File: src/rtl/cpo_pkg.sv
// Shared types for the complementary output stage.
// Assumes a fixed 24-bit configuration word; field order matches the brief.
package cpo_pkg;

    localparam int DT_W = 8;

    localparam logic [1:0] LOCK_NONE = 2'd0;
    localparam logic [1:0] LOCK_L1   = 2'd1;
    localparam logic [1:0] LOCK_L2   = 2'd2;
    localparam logic [1:0] LOCK_L3   = 2'd3;

    typedef enum logic [1:0] {
        MODE_FOLLOW    = 2'b00,
        MODE_INVERT    = 2'b01,
        MODE_FORCE_OFF = 2'b10,
        MODE_FORCE_ON  = 2'b11
    } ref_mode_e;

    typedef struct packed {
        ref_mode_e       mode;      // 23:22
        logic            en_n;      // 21
        logic            en_p;      // 20
        logic [1:0]      lock;      // 19:18
        logic            direct;    // 17
        logic            off_idle;  // 16
        logic            off_run;   // 15
        logic            pol_n;     // 14
        logic            pol_p;     // 13
        logic            idle_n;    // 12
        logic            idle_p;    // 11
        logic            auto_arm;  // 10
        logic            brk_pol;   // 9
        logic            brk_en;    // 8
        logic [DT_W-1:0] dt;        // 7:0
    } cfg_t;

    localparam int CFG_W = $bits(cfg_t);

endpackage

File: src/rtl/cpo_cfg_regs.sv
// Configuration register with lock masking.
// The lock level is captured from the first write after reset only; each
// later write is masked field by field using the lock level already held.
module cpo_cfg_regs
    import cpo_pkg::*;
(
    input  logic clk,
    input  logic rst_n,
    input  logic we,
    input  cfg_t wdata,
    output cfg_t cfg
);

    cfg_t cfg_q;
    cfg_t cfg_nxt;
    logic lock_taken;

    // Merge the incoming word with the frozen fields of the held word.
    always_comb begin
        cfg_nxt      = wdata;
        cfg_nxt.lock = lock_taken ? cfg_q.lock : wdata.lock;
        if (cfg_q.lock >= LOCK_L1) begin
            cfg_nxt.dt       = cfg_q.dt;
            cfg_nxt.brk_en   = cfg_q.brk_en;
            cfg_nxt.brk_pol  = cfg_q.brk_pol;
            cfg_nxt.auto_arm = cfg_q.auto_arm;
            cfg_nxt.idle_p   = cfg_q.idle_p;
            cfg_nxt.idle_n   = cfg_q.idle_n;
        end
        if (cfg_q.lock >= LOCK_L2) begin
            cfg_nxt.pol_p    = cfg_q.pol_p;
            cfg_nxt.pol_n    = cfg_q.pol_n;
            cfg_nxt.off_run  = cfg_q.off_run;
            cfg_nxt.off_idle = cfg_q.off_idle;
        end
        if (cfg_q.lock == LOCK_L3) begin
            cfg_nxt.mode = cfg_q.mode;
        end
    end

    // Hold the configuration and note that the lock level has been taken.
    always_ff @(posedge clk) begin
        if (!rst_n) begin
            cfg_q      <= '0;
            lock_taken <= 1'b0;
        end else if (we) begin
            cfg_q      <= cfg_nxt;
            lock_taken <= 1'b1;
        end
    end

    assign cfg = cfg_q;

    AST_LOCK_WRITE_ONCE: assert property (@(posedge clk) disable iff (!rst_n)
        lock_taken |=> $stable(cfg_q.lock));

endmodule

File: src/rtl/cpo_moe_ctrl.sv
// Main output enable, break detection, break flag and idle dead-time tracking.
// The break acts combinationally on the effective enable; the flag and the
// held enable update at the clock edge. idle_wait stays high from the cycle
// the effective enable falls until the dead time has elapsed.
module cpo_moe_ctrl #(
    parameter int DT_W = 8
) (
    input  logic            clk,
    input  logic            rst_n,
    input  logic            brk_in,
    input  logic            brk_en,
    input  logic            brk_pol,
    input  logic            auto_arm,
    input  logic            upd_evt,
    input  logic            moe_set,
    input  logic            moe_clr,
    input  logic            flag_clr,
    input  logic [DT_W-1:0] dt,
    output logic            moe_eff,
    output logic            brk_flag,
    output logic            idle_wait
);

    logic            brk_act;
    logic            moe_q;
    logic            moe_nxt;
    logic            run_q;
    logic [DT_W-1:0] idle_cnt;

    // Break is active when enabled and the pin matches the selected polarity.
    assign brk_act = brk_en & (brk_in ~^ brk_pol);
    assign moe_eff = moe_q & ~brk_act;

    // Priority: break, software clear, software set, automatic re-arm.
    always_comb begin
        moe_nxt = moe_q;
        if (brk_act)                   moe_nxt = 1'b0;
        else if (moe_clr)              moe_nxt = 1'b0;
        else if (moe_set)              moe_nxt = 1'b1;
        else if (auto_arm && upd_evt)  moe_nxt = 1'b1;
    end

    // Register the enable and the sticky flag.
    always_ff @(posedge clk) begin
        if (!rst_n) begin
            moe_q    <= 1'b0;
            brk_flag <= 1'b0;
        end else begin
            moe_q <= moe_nxt;
            if (brk_act)       brk_flag <= 1'b1;
            else if (flag_clr) brk_flag <= 1'b0;
        end
    end

    // Count the dead time after the effective enable falls.
    always_ff @(posedge clk) begin
        if (!rst_n) begin
            run_q    <= 1'b0;
            idle_cnt <= '0;
        end else begin
            run_q <= moe_eff;
            if (moe_eff)              idle_cnt <= '0;
            else if (run_q)           idle_cnt <= dt;
            else if (idle_cnt != '0)  idle_cnt <= idle_cnt - 1'b1;
        end
    end

    assign idle_wait = run_q | (idle_cnt != '0);

    AST_FLAG_STICKY: assert property (@(posedge clk) disable iff (!rst_n)
        (brk_flag && !flag_clr) |=> brk_flag);

    AST_MOE_SET_CAUSE: assert property (@(posedge clk) disable iff (!rst_n)
        $rose(moe_q) |-> $past(moe_set || (auto_arm && upd_evt)));

endmodule

File: src/rtl/cpo_deadtime.sv
// Dead-time generator for one reference.
// A reference edge reloads the counter; the off-going side drops at once and
// the on-going side waits until the counter is back to zero.
module cpo_deadtime #(
    parameter int DT_W = 8
) (
    input  logic            clk,
    input  logic            rst_n,
    input  logic            ref_i,
    input  logic [DT_W-1:0] dt,
    input  logic            direct,
    output logic            raw_p,
    output logic            raw_n
);

    logic            ref_q;
    logic [DT_W-1:0] gap_cnt;
    logic            settled;

    // Track the reference and count down the gap after each edge of it.
    always_ff @(posedge clk) begin
        if (!rst_n) begin
            ref_q   <= 1'b0;
            gap_cnt <= '0;
        end else if (ref_i != ref_q) begin
            ref_q   <= ref_i;
            gap_cnt <= dt;
        end else if (gap_cnt != '0) begin
            gap_cnt <= gap_cnt - 1'b1;
        end
    end

    assign settled = direct | (gap_cnt == '0);
    assign raw_p   = ref_q  & settled;
    assign raw_n   = ~ref_q & settled;

endmodule

File: src/rtl/cpo_pin_drive.sv
// Level and drive-enable selection for one pin of the pair.
// Run state uses the dead-timed raw level or the run-state off rule; idle
// state uses the idle-state off rule, showing the inactive level while the
// idle dead time is still running.
module cpo_pin_drive (
    input  logic raw,
    input  logic en,
    input  logic pol,
    input  logic idle_lvl,
    input  logic off_run,
    input  logic off_idle,
    input  logic run,
    input  logic idle_wait,
    input  logic direct,
    output logic pin,
    output logic oe
);

    // Choose pin level and enable from run/idle state and the off rules.
    always_comb begin
        pin = 1'b0;
        oe  = 1'b0;
        if (run) begin
            if (en) begin
                oe  = 1'b1;
                pin = raw ^ pol;
            end else if (off_run) begin
                oe  = 1'b1;
                pin = pol;
            end
        end else if (off_idle && en) begin
            oe  = 1'b1;
            pin = (idle_wait && !direct) ? pol : idle_lvl;
        end
    end

endmodule

File: src/rtl/cpair_out_stage.sv
// Top of the complementary output stage: configuration with lock, main
// enable and break control, reference mode select, dead-time generation and
// the two pin drivers. Assumes a single clock and synchronous active-low reset.
module cpair_out_stage
    import cpo_pkg::*;
#(
    parameter int NUM_PINS = 2
) (
    input  logic             clk,
    input  logic             rst_n,
    input  logic             ref_in,
    input  logic             upd_evt,
    input  logic             brk_in,
    input  logic             cfg_we,
    input  logic [CFG_W-1:0] cfg_wdata,
    input  logic             moe_set,
    input  logic             moe_clr,
    input  logic             flag_clr,
    output logic             pin_p,
    output logic             pin_n,
    output logic             pin_p_oe,
    output logic             pin_n_oe,
    output logic             main_en,
    output logic             brk_flag
);

    cfg_t cfg;
    logic oc_ref;
    logic raw_p;
    logic raw_n;
    logic idle_wait;

    logic [NUM_PINS-1:0] v_raw;
    logic [NUM_PINS-1:0] v_en;
    logic [NUM_PINS-1:0] v_pol;
    logic [NUM_PINS-1:0] v_idle;
    logic [NUM_PINS-1:0] v_pin;
    logic [NUM_PINS-1:0] v_oe;

    cpo_cfg_regs i_cfg (
        .clk   (clk),
        .rst_n (rst_n),
        .we    (cfg_we),
        .wdata (cfg_t'(cfg_wdata)),
        .cfg   (cfg)
    );

    cpo_moe_ctrl #(.DT_W(DT_W)) i_moe (
        .clk       (clk),
        .rst_n     (rst_n),
        .brk_in    (brk_in),
        .brk_en    (cfg.brk_en),
        .brk_pol   (cfg.brk_pol),
        .auto_arm  (cfg.auto_arm),
        .upd_evt   (upd_evt),
        .moe_set   (moe_set),
        .moe_clr   (moe_clr),
        .flag_clr  (flag_clr),
        .dt        (cfg.dt),
        .moe_eff   (main_en),
        .brk_flag  (brk_flag),
        .idle_wait (idle_wait)
    );

    // Select the internal reference from the output mode.
    always_comb begin
        unique case (cfg.mode)
            MODE_FOLLOW:    oc_ref = ref_in;
            MODE_INVERT:    oc_ref = ~ref_in;
            MODE_FORCE_OFF: oc_ref = 1'b0;
            MODE_FORCE_ON:  oc_ref = 1'b1;
            default:        oc_ref = 1'b0;
        endcase
    end

    cpo_deadtime #(.DT_W(DT_W)) i_dt (
        .clk    (clk),
        .rst_n  (rst_n),
        .ref_i  (oc_ref),
        .dt     (cfg.dt),
        .direct (cfg.direct),
        .raw_p  (raw_p),
        .raw_n  (raw_n)
    );

    // Gather per-pin controls; index 0 is the high side, 1 the low side.
    assign v_raw  = {raw_n, raw_p};
    assign v_en   = {cfg.en_n, cfg.en_p};
    assign v_pol  = {cfg.pol_n, cfg.pol_p};
    assign v_idle = {cfg.idle_n, cfg.idle_p};

    for (genvar g = 0; g < NUM_PINS; g++) begin : g_pin
        cpo_pin_drive i_drv (
            .raw       (v_raw[g]),
            .en        (v_en[g]),
            .pol       (v_pol[g]),
            .idle_lvl  (v_idle[g]),
            .off_run   (cfg.off_run),
            .off_idle  (cfg.off_idle),
            .run       (main_en),
            .idle_wait (idle_wait),
            .direct    (cfg.direct),
            .pin       (v_pin[g]),
            .oe        (v_oe[g])
        );
    end

    assign pin_p    = v_pin[0];
    assign pin_n    = v_pin[1];
    assign pin_p_oe = v_oe[0];
    assign pin_n_oe = v_oe[1];

    AST_NO_SHOOT: assert property (@(posedge clk) disable iff (!rst_n)
        (main_en && cfg.en_p && cfg.en_n) |->
        !((pin_p != cfg.pol_p) && (pin_n != cfg.pol_n)));

    AST_L1_FROZEN: assert property (@(posedge clk) disable iff (!rst_n)
        (cfg.lock != LOCK_NONE) |=> $stable(cfg.dt));

endmodule

File: config.mk
export PLATFORM = sky130hd
export DESIGN_NAME = cpair_out_stage
export DESIGN_NICKNAME = d
export VERILOG_FILES = /design/src/rtl/cpo_pkg.sv /design/src/rtl/cpo_cfg_regs.sv /design/src/rtl/cpo_moe_ctrl.sv /design/src/rtl/cpo_deadtime.sv /design/src/rtl/cpo_pin_drive.sv /design/src/rtl/cpair_out_stage.sv
export SDC_FILE = /design/constraint.sdc
export NUM_CORES = 1
export LEC_CHECK = 0
export ABC_CLOCK_PERIOD_IN_PS = 6300
export BUFFER_PORTS_ARGS = -buffer_cell sky130_fd_sc_hd__buf_2
export CAP_MARGIN = 20
export CORE_MARGIN = 1.5
export CORE_UTILIZATION = 24
export CTS_BUF_LIST = sky130_fd_sc_hd__clkbuf_8
export CTS_CLUSTER_SIZE = 25
export DETAILED_ROUTE_END_ITERATION = 12
export GPL_TIMING_DRIVEN = 0
export PLACE_DENSITY_LB_ADDON = 0.12
export SLEW_MARGIN = 20
export SYNTH_ARGS = -nofsm -noshare
export SYNTH_HDL_FRONTEND = slang
export SYNTH_SLANG_ARGS = --single-unit
File: constraint.sdc
create_clock -name clk -period 6.3 [get_ports clk]
set_clock_uncertainty 0.05 [all_clocks]
set_input_delay 1.26 -clock clk [delete_from_list [all_inputs] [get_ports clk]]
set_output_delay 1.26 -clock clk [all_outputs]
set_load 0.05 [all_outputs]
-- After elaboration in Yosys (flattened, before gate mapping)
Cells that the tools add are included.
- register bits: 45
- input port bits: 33
- output and inout bits: 6
- logic and storage cells: 93
- $add $sub $neg: 2
- magnitude comparators: 2
- equal/unequal tests: 5
- multiplexer cells: 26
- bitwise operators: 17
- reductions and logical operators: 19
- operator list (cell ; number):
    $mux W8 ; 4
    $mux W1 ; 21
    $reduce_bool A8 Y1 ; 2
    $sub A8 B1 Y8 const B ; 2
    $logic_not A8 Y1 ; 1
    $not A1 Y1 ; 8
    $reduce_and A2 Y1 ; 4
    $reduce_bool A2 Y1 ; 4
    $eq A2 B2 Y1 const B ; 3
    $and A1 B1 Y1 ; 4
    $logic_and A1 B1 Y1 ; 4
    $pmux W1 S4 ; 1
    $reduce_or A3 Y1 ; 1
    $eq A2 B1 Y1 const B ; 1
    $ge A2 B1 Y1 const B ; 1
    $ge A2 B2 Y1 const B ; 1
    $logic_not A2 Y1 ; 1
    $or A1 B1 Y1 ; 2
    $reduce_or A2 Y1 ; 1
    $xor A1 B1 Y1 ; 2
    $logic_not A1 Y1 ; 1
    $ne A1 B1 Y1 ; 1
    $xnor A1 B1 Y1 ; 1

-- Depth between registers and ports, before layout
- depth in word-level cells: 6
- gate-level depth with buffers: 7
- mapped depth without buffers: 7

-- By module
Synthesis repeated with hierarchy kept, for this count alone.
- cell total of the unflattened synthesis: 251
- area total of the unflattened synthesis: 2278.4 sq um
- modules (own cells, without submodules) (module ; instances ; cells an instance ; area each (sq um) ; seq. area each (sq um)):
    cpo_cfg_regs ; 1 ; 102 ; 1016.0 ; 500.5
    cpo_moe_ctrl ; 1 ; 66 ; 595.6 ; 220.2
    cpo_deadtime ; 1 ; 59 ; 504.2 ; 180.2
    cpo_pin_drive ; 2 ; 11 ; 66.3 ; 0.0
    cpair_out_stage ; 1 ; 2 ; 30.0 ; 0.0

-- Worst setup path after synthesis
Ideal clock, no wire load.
- kind: input to output
- start point: in brk_in
- end point: out pin_n_oe
- data arrival time: 2820 ps
- data required time: 4990 ps
- setup slack: 2170 ps
- cell stages on the path: 6
- path buffers: 0
- cells stage by stage: xnor2_1 -> nand2_1 -> nand2_1 -> inv_1 -> a21oi_1 -> nor2_1
- word-level cells in the longest chain between the ends: 5
- RTL lines (item ; RTL line ; source):
    start, declared ; cpair_out_stage.sv:13 ; input logic brk_in,
    $xnor A1 B1 Y1 ; cpo_moe_ctrl.sv:31 ; assign brk_act = brk_en & (brk_in ~^ brk_pol);
    $and A1 B1 Y1 ; cpo_moe_ctrl.sv:31 ;
    $not A1 Y1 ; cpo_moe_ctrl.sv:32 ; assign moe_eff = moe_q & ~brk_act;
    $and A1 B1 Y1 ; cpo_moe_ctrl.sv:32 ;
    via main_en ; cpair_out_stage.sv:23 ; output logic main_en,
    $mux W1 ; cpo_pin_drive.sv:23 ; if (run) begin
    end, declared ; cpair_out_stage.sv:22 ; output logic pin_n_oe,
The timed path passes the listed nets, and every way through them passes these cells.

-- Worst setup path in the final report
- start point: in brk_in
- end point: out pin_n
- word-level cells in the longest chain between the ends: 5
- RTL lines (item ; RTL line ; source):
    $xnor A1 B1 Y1 ; cpo_moe_ctrl.sv:31 ;
    $and A1 B1 Y1 ; cpo_moe_ctrl.sv:31 ;
    $not A1 Y1 ; cpo_moe_ctrl.sv:32 ;
    $and A1 B1 Y1 ; cpo_moe_ctrl.sv:32 ;
    $mux W1 ; cpo_pin_drive.sv:23 ;
    end, declared ; cpair_out_stage.sv:20 ; output logic pin_n,
Every way passes these cells.

==> results.yml <==
critical_path:
  start_kind: "input port"
  cp.required_ns: 4.99
  endpoint_kind: "output pin"
  reg2reg_depth: 4
  crit_arrival_ns: 2.51
  crit_fanout: 8
  worstSetupPathType: "in2out"
layout:
  mostFrequentLayoutCells: "dfxtp_1 (45), buf_2 (38), nand2_1 (37), nor2_1 (33), a21oi_1 (25)"
  drive_gt1_frac: 0.184
  fin_area_um2: 2460
  n_fill_cell: 914
  nets: 319
  syn_to_final_growth_pct: 19.6
  final_common_cell: "dfxtp_1"
  antenna_cells: 0
placed_design:
  gp_congestion: 0.696
  placed_cell_area_um2: 2370
  port_buffers: 37
  dp_hpwl_um: 3860
grt:
  grt_start_max_net_pins: 15
  grt_pass1_wl_um: 8250
  antenna_found_initial: 1
  grt_pass1_vias: 1635
  grt_util_all_layers: 0.119
  grt.overflow.total: 0
synthesis:
  synthTopCellsByArea: "dfxtp_1 (44%), mux2i_1 (8.3%), nand2_1 (6.7%)"
  yosysWarnings: 0
  yosys.area.top_type_share: 0.438
  yosysTopAreaCell: "dfxtp_1"
  synth_cell_types: 36
  ys_seq_area_frac: 0.438
  synthesis.area_um2: 2060
  syn_area_per_cell_um2: 8.65
  syn_inst: 238
  synth_fp_nets: 275
  synth-seq-cells: 45
run:
  drv_cap: 0
clocking:
  cts_hold_buf: 0
  clkLatencyLatePin_ns: 0.30
  cts_made_buffers: 5
  cts_max_level: 2
  path_clk_slew_ns: 0.09
  cts.sinks: 45
  clock-root-buffer: "clkbuf_8"
  post_cts_buffers: 0
  cts_resized: 0
  tritoncts: "built"
  clockBufferDepth: 2
sta:
  max_freq_ghz: 0.262
  rsz0062_at_grt: "false"
  layout_min_cycle_time_ns: 3.82
  timing_hold_violations_final: 0
  post-route-period-util: 0.606
  max_slew_margin: 0.621
  setup_tns_ns: 0
  maxSlewViolCount: 0
  worstMarginPinSlew_ns: 0.569
  finalSetupViolCount: 0
run_status:
  status: "complete, no violations"
min_path:
  hold_depth: 2
  hold_path_class: "reg2reg"
power:
  peakVddDrop_uv: 85.4
  power_density_nw_per_um2: 425
  power_leakage_nw: 1.02
floorplan:
  fp.coreArea_um2: 8260
  io-pin-count: 39
  die_y_um: 95.6
  die_area_um2: 9140
  die_x_um: 95.6
  core.rowCount: 33
  floorplan.initialDensity: 0.249
route:
  routed-via-count: 1711
  drtIter0Drc: 25
  first_pass_iters: 4
  routed_wl_um: 5080
  via_per_inst: 4.41
  antenna_left: 0
  wl_per_cell_um: 13.1
  drc: 0
state kept, by name, indices dropped and copies added, names as in the netlist:
| signal | flops |
|---|---|
| i_dt.ref_q | 1 |
| i_moe.brk_flag | 1 |
| i_cfg.cfg | 24 |
| i_moe.idle_cnt | 8 |
| i_moe.run_q | 1 |
| i_moe.moe_q | 1 |
| i_dt.gap_cnt | 8 |
| i_cfg.lock_taken | 1 |
cells in the mapped netlist:
cell       count
dfxtp_1       45
nand2_1       37
nor3_2         1
a211oi_1       4
o211ai_1       2
or4_4          1
nor3b_1        1
o2bb2ai_1      5
nand2b_1       3
or4_1          1
a2111oi_0      1
nor4_1         2
xnor2_1       12
a21oi_1       25
buf_1          2
mux2i_1       17
or4_2          1
o21ai_0        2
clkbuf_1       5
a21boi_0       1
or3_1          1
ha_1           4
o211ai_4       1
nor2b_1        6
buf_2          1
nor4b_2        1
nor3_1         1
xor2_1         3
o22ai_1        2
o31ai_1        1
or4b_4         1
o21ai_1        1
inv_1          9
nand3_1        3
nor2_1        33
mux2_1         2
logic make-up after synthesis:
kind of cell	count (synthesis)	synth area share
and+or+nand+nor	93	0.210
buffers and inverters	17	0.0316
DFF	45	0.438
muxes	19	0.0936
xor gates and xnor gates	15	0.0638
adders and majority gates	4	0.0243
AOI/OAI and AO/OA	45	0.139
through the flow:
step                       util  setup WS (ns)  power (mW)  hold WS (ns)  instances
after floorplan               -           2.17       0.779         0.385        238
after global placement    0.288           2.43       0.873         0.400        380
after detailed placement  0.288           2.43       0.873         0.410        380
after CTS                 0.298           2.43        1.06         0.423        388
after global routing      0.298           2.33        1.14         0.438        388
final                     0.298           2.48        1.05         0.413        388
where the power goes:
group	switching (mW)	internal, mW
clock network	0.107	0.0769
logic	0.230	0.228
registers	0.0601	0.344
worst max-delay path, cell delays in order:
cell and delay, ns:
buf_2 0.11, xnor2_1 0.16, nand2_1 0.10, nand2_1 0.30
nand3_1 0.12, o22ai_1 0.17, buf_2 0.29
per-layer routing:
| metal | track usage | vias up | wire (um) | part of all wire |
|---|---|---|---|---|
| li1 | - | 898 | - | - |
| met2 | 0.167 | 35 | 2110 | 0.41 |
| met1 | 0.176 | 776 | 2680 | 0.53 |
| met3 | 0.0319 | 2 | 252 | 0.050 |
| met4 | 0.0331 | 0 | 36 | 0.0071 |
| met5 | 0 | - | 0 | 0 |
final timing paths:
kind / slack [ns] / from / endpoint
worst min-delay path: 0.41 / i_cfg.cfg[10] / i_cfg.cfg[10]
worst max register to register: 4.27 / i_moe.idle_cnt[2] / i_moe.idle_cnt[6]
worst max-delay path: 2.48 / brk_in / pin_n
worst min register to register: 0.41 / i_cfg.cfg[10] / i_cfg.cfg[10]
cell type report:
| cell class | instances | area (um^2) | share of cell area |
|---|---|---|---|
| Sequential cell | 45 | 901 | 0.366 |
| Tap cell | 105 | 131 | 0.0534 |
| Clock inverter | 3 | 17.5 | 0.00712 |
| Inverter | 9 | 33.8 | 0.0137 |
| Multi-Input combinational cell | 176 | 1090 | 0.444 |
| Timing Repair Buffer | 37 | 185 | 0.0752 |
| Buffer | 8 | 31.3 | 0.0127 |
| Clock buffer | 5 | 68.8 | 0.0280 |
Power figures use the tool's default switching activity.
